`src/rtl/rng_irq_pkg.sv`:
```
package rng_irq_pkg;
  localparam int ADDR_W = 2;

  typedef enum logic [ADDR_W-1:0] {
    REG_CTRL = 2'd0,
    REG_STAT = 2'd1,
    REG_DATA = 2'd2
  } reg_sel_e;

  localparam int CTRL_RUN  = 0;
  localparam int CTRL_IE   = 1;
  localparam int CTRL_CRST = 2;

  localparam int STAT_RDY  = 0;
  localparam int STAT_SEED = 1;
  localparam int STAT_CLK  = 2;
endpackage

```
`src/rtl/rng_set_buf.sv`:
```
module rng_set_buf #(
  parameter int WORD_W    = 32,
  parameter int SET_WORDS = 4
) (
  input  logic              clk,
  input  logic              rst_n,
  input  logic              flush,
  input  logic              in_ok,
  input  logic              in_valid,
  input  logic [WORD_W-1:0] in_data,
  output logic              in_ready,
  input  logic              pop,
  output logic [WORD_W-1:0] out_data,
  output logic              set_ready
);
  localparam int PTR_W = $clog2(SET_WORDS);
  localparam int CNT_W = $clog2(SET_WORDS + 1);
  localparam logic [PTR_W-1:0] LAST_PTR = PTR_W'(SET_WORDS - 1);
  localparam logic [CNT_W-1:0] LAST_CNT = CNT_W'(SET_WORDS - 1);

  logic [WORD_W-1:0] mem_q [SET_WORDS];
  logic [CNT_W-1:0]  fill_q, fill_d;
  logic [PTR_W-1:0]  rd_q, rd_d;
  logic              full_q, full_d;
  logic              take;

  assign in_ready = in_ok && !full_q && !flush;
  assign take     = in_valid && in_ready;

  always_comb begin
    fill_d = fill_q;
    rd_d   = rd_q;
    full_d = full_q;
    if (flush) begin
      fill_d = '0;
      rd_d   = '0;
      full_d = 1'b0;
    end else if (full_q) begin
      if (pop) begin
        if (rd_q == LAST_PTR) begin
          rd_d   = '0;
          fill_d = '0;
          full_d = 1'b0;
        end else begin
          rd_d = rd_q + 1'b1;
        end
      end
    end else if (take) begin
      fill_d = fill_q + 1'b1;
      if (fill_q == LAST_CNT) full_d = 1'b1;
    end
  end

  always_ff @(posedge clk or negedge rst_n) begin
    if (!rst_n) begin
      fill_q <= '0;
      rd_q   <= '0;
      full_q <= 1'b0;
    end else begin
      fill_q <= fill_d;
      rd_q   <= rd_d;
      full_q <= full_d;
    end
  end

  always_ff @(posedge clk) begin
    if (take) mem_q[fill_q[PTR_W-1:0]] <= in_data;
  end

  assign out_data  = full_q ? mem_q[rd_q] : '0;
  assign set_ready = full_q;

  AST_NO_OVERFLOW: assert property (@(posedge clk) disable iff (!rst_n)
    fill_q <= CNT_W'(SET_WORDS)) else $error("fill count overflow");
  AST_LAST_POP_DROPS: assert property (@(posedge clk) disable iff (!rst_n)
    (full_q && pop && rd_q == LAST_PTR) |=> !full_q) else $error("ready held after last pop");
  AST_FULL_AFTER_FOURTH: assert property (@(posedge clk) disable iff (!rst_n)
    (take && fill_q == LAST_CNT && !flush) |=> full_q) else $error("set not marked ready");
endmodule

```
`src/rtl/rng_err_flags.sv`:
```
module rng_err_flags (
  input  logic clk,
  input  logic rst_n,
  input  logic seed_evt,
  input  logic clk_evt,
  input  logic stat_wr,
  input  logic wr_seed_bit,
  input  logic wr_clk_bit,
  input  logic cond_fall,
  output logic seed_err,
  output logic clk_err
);
  logic seed_q, seed_d, clk_q, clk_d;
  logic seed_clr, clk_clr;

  assign seed_clr = (stat_wr && !wr_seed_bit) || cond_fall;
  assign clk_clr  = stat_wr && !wr_clk_bit;

  always_comb begin
    seed_d = seed_evt || (seed_q && !seed_clr);
    clk_d  = clk_evt  || (clk_q  && !clk_clr);
  end

  always_ff @(posedge clk or negedge rst_n) begin
    if (!rst_n) begin
      seed_q <= 1'b0;
      clk_q  <= 1'b0;
    end else begin
      seed_q <= seed_d;
      clk_q  <= clk_d;
    end
  end

  assign seed_err = seed_q;
  assign clk_err  = clk_q;

  AST_SEED_EVT_WINS: assert property (@(posedge clk) disable iff (!rst_n)
    seed_evt |=> seed_err) else $error("seed event lost");
  AST_CLK_EVT_WINS: assert property (@(posedge clk) disable iff (!rst_n)
    clk_evt |=> clk_err) else $error("clock event lost");
  AST_CLK_STICKY: assert property (@(posedge clk) disable iff (!rst_n)
    (clk_err && !(stat_wr && !wr_clk_bit)) |=> clk_err) else $error("clock flag dropped");
endmodule

```
`src/rtl/rng_irq_ctrl.sv`:
```
module rng_irq_ctrl
  import rng_irq_pkg::*;
#(
  parameter int WORD_W    = 32,
  parameter int SET_WORDS = 4
) (
  input  logic              clk,
  input  logic              rst_n,
  input  logic              bus_sel,
  input  logic              bus_wr,
  input  logic [ADDR_W-1:0] bus_addr,
  input  logic [WORD_W-1:0] bus_wdata,
  output logic [WORD_W-1:0] bus_rdata,
  input  logic              word_valid,
  input  logic [WORD_W-1:0] word_data,
  output logic              word_ready,
  input  logic              seed_err_evt,
  input  logic              clk_err_evt,
  output logic              irq
);
  logic run_q, run_d, ie_q, ie_d, crst_q, crst_d, irq_q, irq_d;
  logic ctrl_wr, stat_wr, data_rd;
  logic set_ready, seed_err, clk_err;
  logic [WORD_W-1:0] buf_data;
  logic unused_wbits;

  assign unused_wbits = ^bus_wdata[WORD_W-1:3];

  assign ctrl_wr = bus_sel && bus_wr  && (bus_addr == REG_CTRL);
  assign stat_wr = bus_sel && bus_wr  && (bus_addr == REG_STAT);
  assign data_rd = bus_sel && !bus_wr && (bus_addr == REG_DATA);

  always_comb begin
    run_d  = run_q;
    ie_d   = ie_q;
    crst_d = crst_q;
    if (ctrl_wr) begin
      run_d  = bus_wdata[CTRL_RUN];
      ie_d   = bus_wdata[CTRL_IE];
      crst_d = bus_wdata[CTRL_CRST];
    end
    irq_d = run_q && ie_q && (set_ready || seed_err || clk_err);
  end

  always_ff @(posedge clk or negedge rst_n) begin
    if (!rst_n) begin
      run_q  <= 1'b0;
      ie_q   <= 1'b0;
      crst_q <= 1'b0;
      irq_q  <= 1'b0;
    end else begin
      run_q  <= run_d;
      ie_q   <= ie_d;
      crst_q <= crst_d;
      irq_q  <= irq_d;
    end
  end

  rng_set_buf #(.WORD_W(WORD_W), .SET_WORDS(SET_WORDS)) u_buf (
    .clk       (clk),
    .rst_n     (rst_n),
    .flush     (crst_q),
    .in_ok     (run_q),
    .in_valid  (word_valid),
    .in_data   (word_data),
    .in_ready  (word_ready),
    .pop       (data_rd),
    .out_data  (buf_data),
    .set_ready (set_ready)
  );

  rng_err_flags u_flags (
    .clk         (clk),
    .rst_n       (rst_n),
    .seed_evt    (seed_err_evt),
    .clk_evt     (clk_err_evt),
    .stat_wr     (stat_wr),
    .wr_seed_bit (bus_wdata[STAT_SEED]),
    .wr_clk_bit  (bus_wdata[STAT_CLK]),
    .cond_fall   (crst_q && !crst_d),
    .seed_err    (seed_err),
    .clk_err     (clk_err)
  );

  always_comb begin
    bus_rdata = '0;
    unique case (bus_addr)
      REG_CTRL: begin
        bus_rdata[CTRL_RUN]  = run_q;
        bus_rdata[CTRL_IE]   = ie_q;
        bus_rdata[CTRL_CRST] = crst_q;
      end
      REG_STAT: begin
        bus_rdata[STAT_RDY]  = set_ready;
        bus_rdata[STAT_SEED] = seed_err;
        bus_rdata[STAT_CLK]  = clk_err;
      end
      REG_DATA: bus_rdata = buf_data;
      default:  bus_rdata = '0;
    endcase
  end

  assign irq = irq_q;

  AST_IRQ_GATED: assert property (@(posedge clk) disable iff (!rst_n)
    irq |-> $past(run_q && ie_q)) else $error("irq while gated off");
  AST_FLUSH_CLEARS: assert property (@(posedge clk) disable iff (!rst_n)
    crst_q |=> !set_ready) else $error("set survived flush");
  AST_NO_TAKE_IN_CRST: assert property (@(posedge clk) disable iff (!rst_n)
    crst_q |-> !word_ready) else $error("accepting during flush");
endmodule

```
`config.mk`:
```
export PLATFORM = sky130hd
export DESIGN_NAME = rng_irq_ctrl
export DESIGN_NICKNAME = d
export VERILOG_FILES = /design/src/rtl/rng_irq_pkg.sv /design/src/rtl/rng_set_buf.sv /design/src/rtl/rng_err_flags.sv /design/src/rtl/rng_irq_ctrl.sv
export SDC_FILE = /design/constraint.sdc
export NUM_CORES = 1
export LEC_CHECK = 0
export ABC_AREA = 1
export BUFFER_PORTS_ARGS = -buffer_cell sky130_fd_sc_hd__buf_2
export CORE_MARGIN = 2
export CORE_UTILIZATION = 30
export DETAILED_ROUTE_END_ITERATION = 8
export PLACE_DENSITY = 0.56
export SLEW_MARGIN = 20
export SYNTH_ARGS = -nofsm -noshare
export SYNTH_HDL_FRONTEND = slang
export SYNTH_SLANG_ARGS = --single-unit
```
`constraint.sdc`:
```
create_clock -name clk -period 3.3 [get_ports clk]
set_input_delay 0.495 -clock clk [delete_from_list [all_inputs] [get_ports clk]]
set_output_delay 0.495 -clock clk [all_outputs]
set_load 0.02 [all_outputs]
```
==> results of run 1 <==
==> metrics by stage <==
| stage | cells | setup slack, ps | hold WS (ps) |
|---|---|---|---|
| after floorplan | 485 | 742.5 | 199.4 |
| after global placement | 782 | 957.3 | 389.6 |
| after detailed placement | 782 | 943.1 | 397.3 |
| after CTS | 815 | 490.9 | 262.7 |
| after global routing | 815 | 410.0 | 278.9 |
| final | 816 | 577.5 | 275.4 |
==> cells by family (layout without fill, tap and decap cells) <==
group           count (synthesis)  in the layout
flops                         140            140
buf+inv                        50            146
compound gates                103            103
fa+ha+maj                       6              6
other cells                     0              1
simple gates                  186            186
==> power by group through the flow <==
stage / combinational, mW / sequential [mW] / clock, mW
after floorplan: 0.321 / 2.25 / 0
after global placement: 0.541 / 2.25 / 0
after detailed placement: 0.551 / 2.25 / 0
after CTS: 0.557 / 2.22 / 1.82
after global routing: 0.617 / 2.24 / 1.88
final: 0.541 / 2.22 / 1.78
==> flip-flops by register name, summed over array words and instances, names as in the netlist <==
signal / flops
crst_q: 1
ie_q: 1
irq: 1
run_q: 1
u_buf.fill_q: 3
u_buf.mem_q: 128
u_buf.rd_q: 2
u_buf.set_ready: 1
u_flags.clk_err: 1
u_flags.seed_err: 1
==> per-layer routing <==
metal	part of all wire (%)	global-route usage (%)
met1	43	15.96
met2	50	23.35
met3	5.0	3.915
met4	1.2	4.474
met5	0.12	0
==> worst paths after layout <==
check | startpoint | endpoint | slack (ps)
worst max-delay path | u_buf.rd_q[0] | bus_rdata[29] | 580
worst min-delay path | clk_err_evt | u_flags.clk_err | 280
worst max register to register | u_buf.set_ready | u_buf.mem_q[1][4] | 980
worst min register to register | u_buf.fill_q[2] | u_buf.fill_q[2] | 500
max in group asynchronous | rst_n | u_buf.rd_q[1] | 2560
min in group asynchronous | rst_n | u_buf.fill_q[1] | 500
==> area by class of cell <==
type,instances,share of cell area [%]
Tap cell,234,4.203
Sequential cell,140,59.53
Clock buffer,19,6.215
Antenna cell,1,0.03593
Inverter,26,1.401
Multi-Input combinational cell,295,19.33
Timing Repair Buffer,88,7.473
Clock inverter,13,1.814
==> synth_stat cells (all sizes together) <==
master	number	area share, %
a21o	1	0.13
a21oi	32	2.8
buf	16	2.0
clkbuf	8	0.59
dfrtp	12	5.3
edfxtp	128	67
ha	6	1.3
inv	26	1.7
nand2	35	2.3
nand3	7	0.61
nand4	3	0.33
nor2	140	9.2
nor3	1	0.088
o21ai	69	6.1
o21bai	1	0.13
==> worst register-to-register path: stages, from the launching register on <==
cell	delay, ps
dfrtp_1	440
nor2_1	240
nand3_1	420
nor2_4	420
buf_4	440
==> what timing repair did <==
action | in CTS | in global routing
endpoints found under the hold margin | 12 | 0
gates resized for setup | 0 | 0
hold buffers | 1 | 0
==> flow_summary_export.csv, run 1 <==
group,metric,value,unit
status,status,"finished clean",
power,internal-power,3.425,mW
power,power_density,652.8,nW/µm²
layout,seqCellArea,4146,µm²
power,seq_power_share,48.9,%
placement,io_buffers,77,
sta,final.min_clock_period,2723,ps
sta,timing.final.crit_share,82.50,%
layout,nets,647,
worst_hold_path,min_delay_path_depth,2,
floorplan,core_area,18710,µm²
detailed_routing,drt_first_iter_violations,216,
power,p_comb_share,11.9,%
global_routing,grt_usage,13.42,%
synthesis,synth-seq-cells,140,
worst_setup_path,cp.arrival,2230,ps
layout,area_growth,22.19,%
power,report.power.total,4.547,mW
placement,placed_area,6394,µm²
synthesis,synth.area.mux_share,0,%
worst_setup_path,cp_data_required_time,2800,ps
layout,n_fill_cell,1781,
worst_setup_path,critPathTopFamily,"buffers and inverters",
floorplan,die_y,141.8,µm
placement,dpl.hpwl,7.878,mm
power,pwr-share-clk,39.2,%
worst_setup_path,cp.depth,5,
global_routing,grt.overflow.total,0,
worst_setup_path,slowest_delay,660,ps
detailed_routing,wl_per_cell,16.15,µm
clocking,clockBufferDepth,2,
sta,drv_slew,0,
worst_setup_path,critPathBufInv,3,
floorplan,die_x,141.8,µm
clocking,cts_buffers,17,
global_routing,antenna_found_initial,2,
sta,rsz0062_at_grt,"false",
job,drv_cap,0,
worst_setup_path,path_max_fanout,51,
synthesis,synth_fp_nets,564,
synthesis,avgSynthCellArea,11.75,µm²
power,ir_drop,0.3982,mV
sta,max_freq,367.3,MHz
synthesis,ys_seq_area_share,72.70,%
synthesis,synth_warnings,0,
layout,multiInputGateArea,1346,µm²
synthesis,synth-xor-area-share,0,%
detailed_routing,num_vias,3779,
global_routing,grt_start_max_net_pins,67,
synthesis,synth_top_family_by_area,"simple AND/OR/NAND/NOR gates",
sta,timing.final.hold_violations,0,
sta,relSlewSlack,39.34,%
layout,post-route-util,37.24,%
sta,skew,5.410,ps
detailed_routing,drc_errors,0,
clocking,ctsRootBufferMaster,"clkbuf_16",
worst_setup_path,critPathKind,"register to output port",
worst_setup_path,path_cells,"inv_2, buf_4, o21ai_1, a21oi_1, buf_2",
clocking,clkTransAtPathRegs,60,ps
synthesis,syn_inst,485,
layout,layout_common_cells,"nor2_1 (136), edfxtp_1 (128), buf_2 (77), o21ai_1 (49), nand2_1 (35)",
worst_setup_path,crit_slowest_cell,"inv_2",
synthesis,synth_cell_type_count,20,
clocking,insertion_delay,410,ps
detailed_routing,ant_nets,0,
power,p_sw,1.122,mW
floorplan,io_pins,107,
sta,setup_violations,0,
floorplan,std_cell_rows,50,
placement,gp_congestion,0.7278,
synthesis,yosys.area_share.simple,12.55,%
sta,tns,0,ps
worst_hold_path,hold_class,"input port to register",
worst_setup_path,r2r_cells,4,
synthesis,syn_area,5700,µm²
synthesis,synth-compound-area-share,9.131,%
clocking,clock-sinks,140,
synthesis,synth-adder-area-share,1.317,%
sta,tightest_slew,908.6,ps
layout,final_common_cell,"nor2_1",
layout,drive_above_1_share,21.34,%
detailed_routing,wirelength,13.18,mm
power,power_leakage,2.679,nW
detailed_routing,via_per_inst,4.631,
clocking,htree_levels,4,
floorplan,dieArea,20120,µm²
clocking,cts_tree,"built",
power,p_sw_share,24.68,%
floorplan,initial_core_util,30.47,%
layout,final_area,6965,µm²
worst_setup_path,cp-start-kind,"register",
worst_setup_path,cp-end-kind,"output port",
clocking,postCtsSetupBuffers,0,
global_routing,first_global_vias,3864,
detailed_routing,first_pass_iters,5,
global_routing,grt_first_pass_wirelength,20.24,mm
Note: power is estimated with default switching activity, not from simulation.
==> run 2: changes to the inputs <==
--- a/config.mk
+++ b/config.mk
@@ -10,7 +10,7 @@
 export CORE_MARGIN = 2
 export CORE_UTILIZATION = 30
 export DETAILED_ROUTE_END_ITERATION = 8
-export PLACE_DENSITY = 0.56
+export PLACE_DENSITY = 0.58
 export SLEW_MARGIN = 20
 export SYNTH_ARGS = -nofsm -noshare
 export SYNTH_HDL_FRONTEND = slang
==> constraint.sdc (replaced) <==
create_clock -name clk -period 2.3 [get_ports clk]
set_input_delay 0.345 -clock clk [delete_from_list [all_inputs] [get_ports clk]]
set_output_delay 0.345 -clock clk [all_outputs]
set_load 0.02 [all_outputs]
==> flow_summary_export.csv, run 2 (synthesized netlist as in run 1, its figures left out) <==
group,metric,value,unit
status,status,"finished clean",
worst_hold_path,hold_path_startpoint,"clk_err_evt",
clocking,clock-sinks,140,
floorplan,die_x,141.8,µm
detailed_routing,drt_first_iter_violations,259,
global_routing,grt.overflow.total,0,
placement,placed_area,6459,µm²
layout,area_growth,24.58,%
floorplan,dieArea,20120,µm²
sta,max_freq,461.4,MHz
layout,final_common_cell,"nor2_1",
floorplan,std_cell_rows,50,
global_routing,grt_first_pass_wirelength,20.06,mm
worst_setup_path,critPathKind,"register to output port",
sta,timing.final.crit_share,94.23,%
global_routing,grt_usage,13.57,%
sta,rsz0062_at_grt,"false",
worst_setup_path,path_cells,"inv_4, buf_12, o21ai_0, a21oi_1, buf_2",
clocking,clkTransAtPathRegs,60,ps
worst_hold_path,hold_class,"input port to register",
sta,final.hold.worst_slack,112.1,ps
clocking,clockBufferDepth,2,
power,power_density,936.2,nW/µm²
detailed_routing,wl_per_cell,15.78,µm
worst_setup_path,crit_slowest_cell,"dfrtp_2",
placement,post-place-ws,426.8,ps
clocking,htree_levels,4,
placement,io_buffers,77,
floorplan,core_area,18710,µm²
sta,skew,9.137,ps
detailed_routing,via_per_inst,4.630,
layout,nets,657,
floorplan,initial_core_util,30.47,%
power,ir_drop,0.5567,mV
layout,stdcell_count,825,
worst_setup_path,cp_data_required_time,1960,ps
worst_setup_path,path_max_fanout,28,
floorplan,io_pins,107,
sta,drv_slew,0,
clocking,cts_buffers,17,
job,drv_cap,0,
detailed_routing,ant_nets,0,
sta,final.min_clock_period,2167,ps
worst_setup_path,cp-end-kind,"output port",
clocking,insertion_delay,420,ps
sta,tightest_slew,369.1,ps
sta,timing.final.hold_violations,0,
worst_setup_path,timing.rr.start,"u_buf.set_ready",
floorplan,die_y,141.8,µm
placement,gp_congestion,0.7824,
sta,relSlewSlack,75.30,%
sta,worst_slack,132.7,ps
worst_setup_path,slowest_delay,490,ps
layout,layout_common_cells,"nor2_1 (136), edfxtp_1 (128), buf_2 (77), o21ai_1 (49), nand2_1 (35)",
worst_setup_path,cp.arrival,1820,ps
detailed_routing,first_pass_iters,5,
detailed_routing,drc_errors,0,
layout,antennaDiodeCount,0,
clocking,cts_tree,"built",
worst_setup_path,cp-start-kind,"register",
layout,drive_above_1_share,23.01,%
layout,final_area,7102,µm²
sta,tns,0,ps
detailed_routing,wirelength,13.02,mm
placement,dpl.hpwl,7.927,mm
power,power_leakage,2.755,nW
placement,dp_cells,789,
layout,largest_register_ffs,128,
global_routing,antenna_found_initial,1,
global_routing,first_global_vias,3761,
worst_setup_path,critPathLaunch,"u_buf.rd_q[0]",
global_routing,grt_start_max_net_pins,33,
clocking,ctsRootBufferMaster,"clkbuf_16",
sta,setup_violations,0,
detailed_routing,num_vias,3820,
-- run 2: critical path, delay by kind of cell, from the launching register on --
family / cells / cell delay [ps]
buffers and inverters: 3 / 590
AO/OA/AOI/OAI: 2 / 320
flip-flops: 1 / 490
-- run 2: timing repair --
item / in CTS / in global routing
gates resized for setup: 1 / 3
endpoints found under the setup margin: 8 / 7
pin swaps: 0 / 0
endpoints found under the hold margin: 12 / 0
buffers inserted: 1 / 2
hold buffers: 1 / 0
-- run 2: layer usage --
metal,wire length [µm],up-vias,GRT usage [%]
met2,6273,85,22.38
met4,184,2,5.474
met1,5862,1850,16.28
li1,-,1865,-
met5,17,-,0
met3,678,18,4.759
-- run 2: final cells by class --
class	instances	area (µm²)
clock buffers	17	425.4
clock inverters	15	162.7
fillers	1762	11600
inverters	26	100.1
multi-input cells	295	1346
flip-flops and latches	140	4146
well taps	234	292.8
repair buffers	98	628.1
-- run 2: path summary, 6_finish.rpt --
check                                endpoint  slack (ps)  depth (start not counted)
max                             bus_rdata[10]         130                          5
min                           u_flags.clk_err         110                          2
max reg2reg                u_buf.mem_q[3][15]         540                          5
min reg2reg                   u_buf.fill_q[2]         490                          2
max in group asynchronous       u_buf.rd_q[1]        1700                          2
min in group asynchronous              crst_q         350                          2
-- run 2: report_power, final --
group          switching [mW]  leakage, nW  internal, mW
sequential             0.0912         1.31          3.09
combinational           0.539         1.16         0.251
clock                    1.07        0.283          1.61
-- run 2: metrics by stage --
| stage | utilization [%] | power (mW) |
|---|---|---|
| global route | 37.97 | 6.968 |
| detailed placement | 34.53 | 4.027 |
| global placement | 34.53 | 4.001 |
| floorplan | - | 3.687 |
| CTS | 37.79 | 6.727 |
| finish | 37.97 | 6.649 |
==> run 3: changes to the inputs <==
--- a/config.mk
+++ b/config.mk
@@ -5,7 +5,7 @@
 export SDC_FILE = /design/constraint.sdc
 export NUM_CORES = 1
 export LEC_CHECK = 0
-export ABC_AREA = 1
+export ABC_AREA = 0
 export BUFFER_PORTS_ARGS = -buffer_cell sky130_fd_sc_hd__buf_2
 export CORE_MARGIN = 2
 export CORE_UTILIZATION = 30
==> flow_summary_export.csv, run 3 <==
group,metric,value,unit
status,status,"finished clean",
worst_hold_path,hold_class,"input port to register",
layout,final_common_cell,"edfxtp_1",
worst_setup_path,cp-start-kind,"register",
sta,final.min_clock_period,2266,ps
worst_setup_path,cp.arrival,1920,ps
power,power_leakage,2.560,nW
detailed_routing,via_per_inst,4.657,
synthesis,syn_area,5708,µm²
floorplan,io_pins,107,
synthesis,synth-seq-cells,140,
sta,drv_slew,0,
floorplan,dieArea,20150,µm²
clocking,cts_tree,"built",
sta,setup_violations,0,
detailed_routing,num_vias,2915,
layout,stdcell_count,626,
worst_setup_path,cp_data_required_time,1960,ps
placement,placed_area,6436,µm²
global_routing,grt_start_max_net_pins,21,
layout,final_area,7232,µm²
clocking,ctsRootBufferMaster,"clkbuf_16",
power,power_density,848.3,nW/µm²
clocking,clkTransAtPathRegs,60,ps
detailed_routing,wirelength,11.33,mm
synthesis,syn_inst,275,
synthesis,synth-compound-area-share,2.082,%
detailed_routing,ant_nets,0,
layout,n_fill_cell,1693,
synthesis,netlist.area_leader.share,67.34,%
sta,relSlewSlack,66.59,%
floorplan,die_y,141.9,µm
layout,antennaDiodeCount,0,
synthesis,synth-edff-count,128,
synthesis,synth_most_common_cell,"edfxtp_1",
placement,dp_cells,588,
synthesis,avgSynthCellArea,20.76,µm²
job,drv_cap,0,
floorplan,die_x,141.9,µm
synthesis,synth_common_cells,"edfxtp_1 (128), mux4_2 (32), nor2b_1 (16)",
sta,tns,0,ps
worst_setup_path,path_cells,"buf_12, clkbuf_16, mux4_2, nor2b_1, buf_2",
synthesis,yosys.area_share.simple,7.826,%
sta,tightest_slew,495.7,ps
detailed_routing,drt_first_iter_violations,169,
worst_setup_path,slowest_delay,490,ps
synthesis,synth_flop_cell,"edfxtp_1",
power,report.power.total,6.135,mW
synthesis,synth_fp_nets,354,
worst_setup_path,critPathKind,"register to output port",
layout,drive_above_1_share,48.21,%
floorplan,std_cell_rows,50,
synthesis,synth.area.mux_share,13.57,%
sta,skew,9.545,ps
worst_setup_path,cp-end-kind,"output port",
synthesis,synth_area_leaders,"edfxtp_1 (67%), mux4_2 (13%), dfrtp_1 (5.3%)",
clocking,clock-sinks,140,
clocking,htree_levels,4,
clocking,clockBufferDepth,2,
global_routing,grt_first_pass_wirelength,17.80,mm
sta,max_freq,441.3,MHz
sta,timing.final.crit_share,98.53,%
layout,largest_register_ffs,128,
synthesis,ys_seq_area_share,72.60,%
synthesis,async_flop_share,8.571,%
worst_setup_path,crit_slowest_cell,"mux4_2",
layout,layout_common_cells,"edfxtp_1 (128), buf_2 (65), mux4_2 (32), buf_4 (21), clkbuf_16 (20)",
clocking,cts_buffers,17,
synthesis,synth_top_family_by_area,"multiplexers",
floorplan,initial_core_util,30.52,%
worst_setup_path,path_max_fanout,10,
synthesis,synth_cell_type_count,38,
placement,gp_congestion,0.7976,
global_routing,grt.overflow.total,0,
detailed_routing,wl_per_cell,18.11,µm
clocking,insertion_delay,420,ps
placement,dpl.hpwl,6.892,mm
synthesis,synth-adder-area-share,1.315,%
global_routing,first_global_vias,3109,
floorplan,core_area,18710,µm²
sta,rsz0062_at_grt,"true",
detailed_routing,first_pass_iters,6,
detailed_routing,drc_errors,0,
global_routing,antenna_found_initial,1,
power,ir_drop,0.5228,mV
synthesis,yosys.area.top_type,"edfxtp_1",
layout,nets,458,
synthesis,synth-xor-area-share,0,%
layout,area_growth,26.70,%
placement,io_buffers,77,
sta,timing.final.hold_violations,0,
global_routing,grt_usage,12.17,%
synthesis,synth_warnings,0,
run 3: cell count changes after synthesis, sizes merged, moves of 5 or more:
cell | previous run | this run
nand2 | 35 | 3
clkbuf | 8 | 3
buf | 16 | 11
o21ai | 69 | 6
mux4 | 0 | 32
inv | 26 | 9
nor2b | 0 | 29
and2 | 0 | 5
nor2 | 140 | 1
a21oi | 32 | 2
nand3 | 7 | 0
run 3: final timing paths:
path	start	to	slack [ps]	depth (start not counted)
setup reg to reg	crst_q	u_buf.mem_q[0][15]	390	4
hold reg to reg	u_buf.fill_q[2]	u_buf.fill_q[2]	540	2
hold / removal	clk_err_evt	u_flags.clk_err	120	2
min in group asynchronous	rst_n	u_flags.clk_err	340	2
max in group asynchronous	rst_n	u_buf.rd_q[1]	1720	2
setup / recovery	u_buf.rd_q[0]	bus_rdata[18]	30	5
run 3: through the flow:
stage / worst slack [ps] / util (%) / hold slack, ps
after global placement: 395.9 / 34.41 / 237.2
after CTS: -10.95 / 37.76 / 98.09
after global routing: -43.01 / 38.66 / 127.5
final: 33.90 / 38.66 / 121.8
after floorplan: 140.0 / - / 49.41
after detailed placement: 390.1 / 34.41 / 236.8
run 3: logic make-up after synthesis:
family                   after synthesis
buffers and inverters                 23
flip-flops                           140
adder cells (fa/ha/maj)                6
multiplexers                          37
AO/OA/AOI/OAI                         17
AND/OR/NAND/NOR                       52
run 3: routing by layer:
layer | GRT usage, % | vias to the layer above | share of wire, %
li1 | - | 1315 | -
met1 | 15.71 | 1508 | 44
met2 | 19.14 | 80 | 49
met3 | 4.408 | 10 | 5.3
met4 | 4.158 | 2 | 1.0
met5 | 0 | - | 0.11
run 3: cell type report:
type                       count  area [µm²]  area share (%)
clock buffer                  17       425.4           5.882
tap                          234       292.8           4.048
sequential                   140        4149           57.37
multi-input combinational    112        1430           19.78
inverter                       9       33.78          0.4671
timing repair buffer          99       713.2           9.862
clock inverter                15       187.7           2.595
run 3: worst max-delay path: cells and delay by family, from the launching register on:
family                 cells  cell delay (ps)
muxes                      1              490
buffers and inverters      3              480
and+or+nand+nor            1              150
DFF                        1              380
run 3: power breakdown:
group	switching [mW]	internal, mW	leakage, nW
sequential	0.0521	2.92	1.30
combinational	0.204	0.170	0.965
clock	1.07	1.72	0.293
run 3: what timing repair did:
action / CTS / global route
hold buffers: 1 / 0
setup buffers: 0 / 2
endpoints found under the hold margin: 12 / 0
gates resized for setup: 2 / 21
gates cloned: 0 / 3
endpoints found under the setup margin: 14 / 31
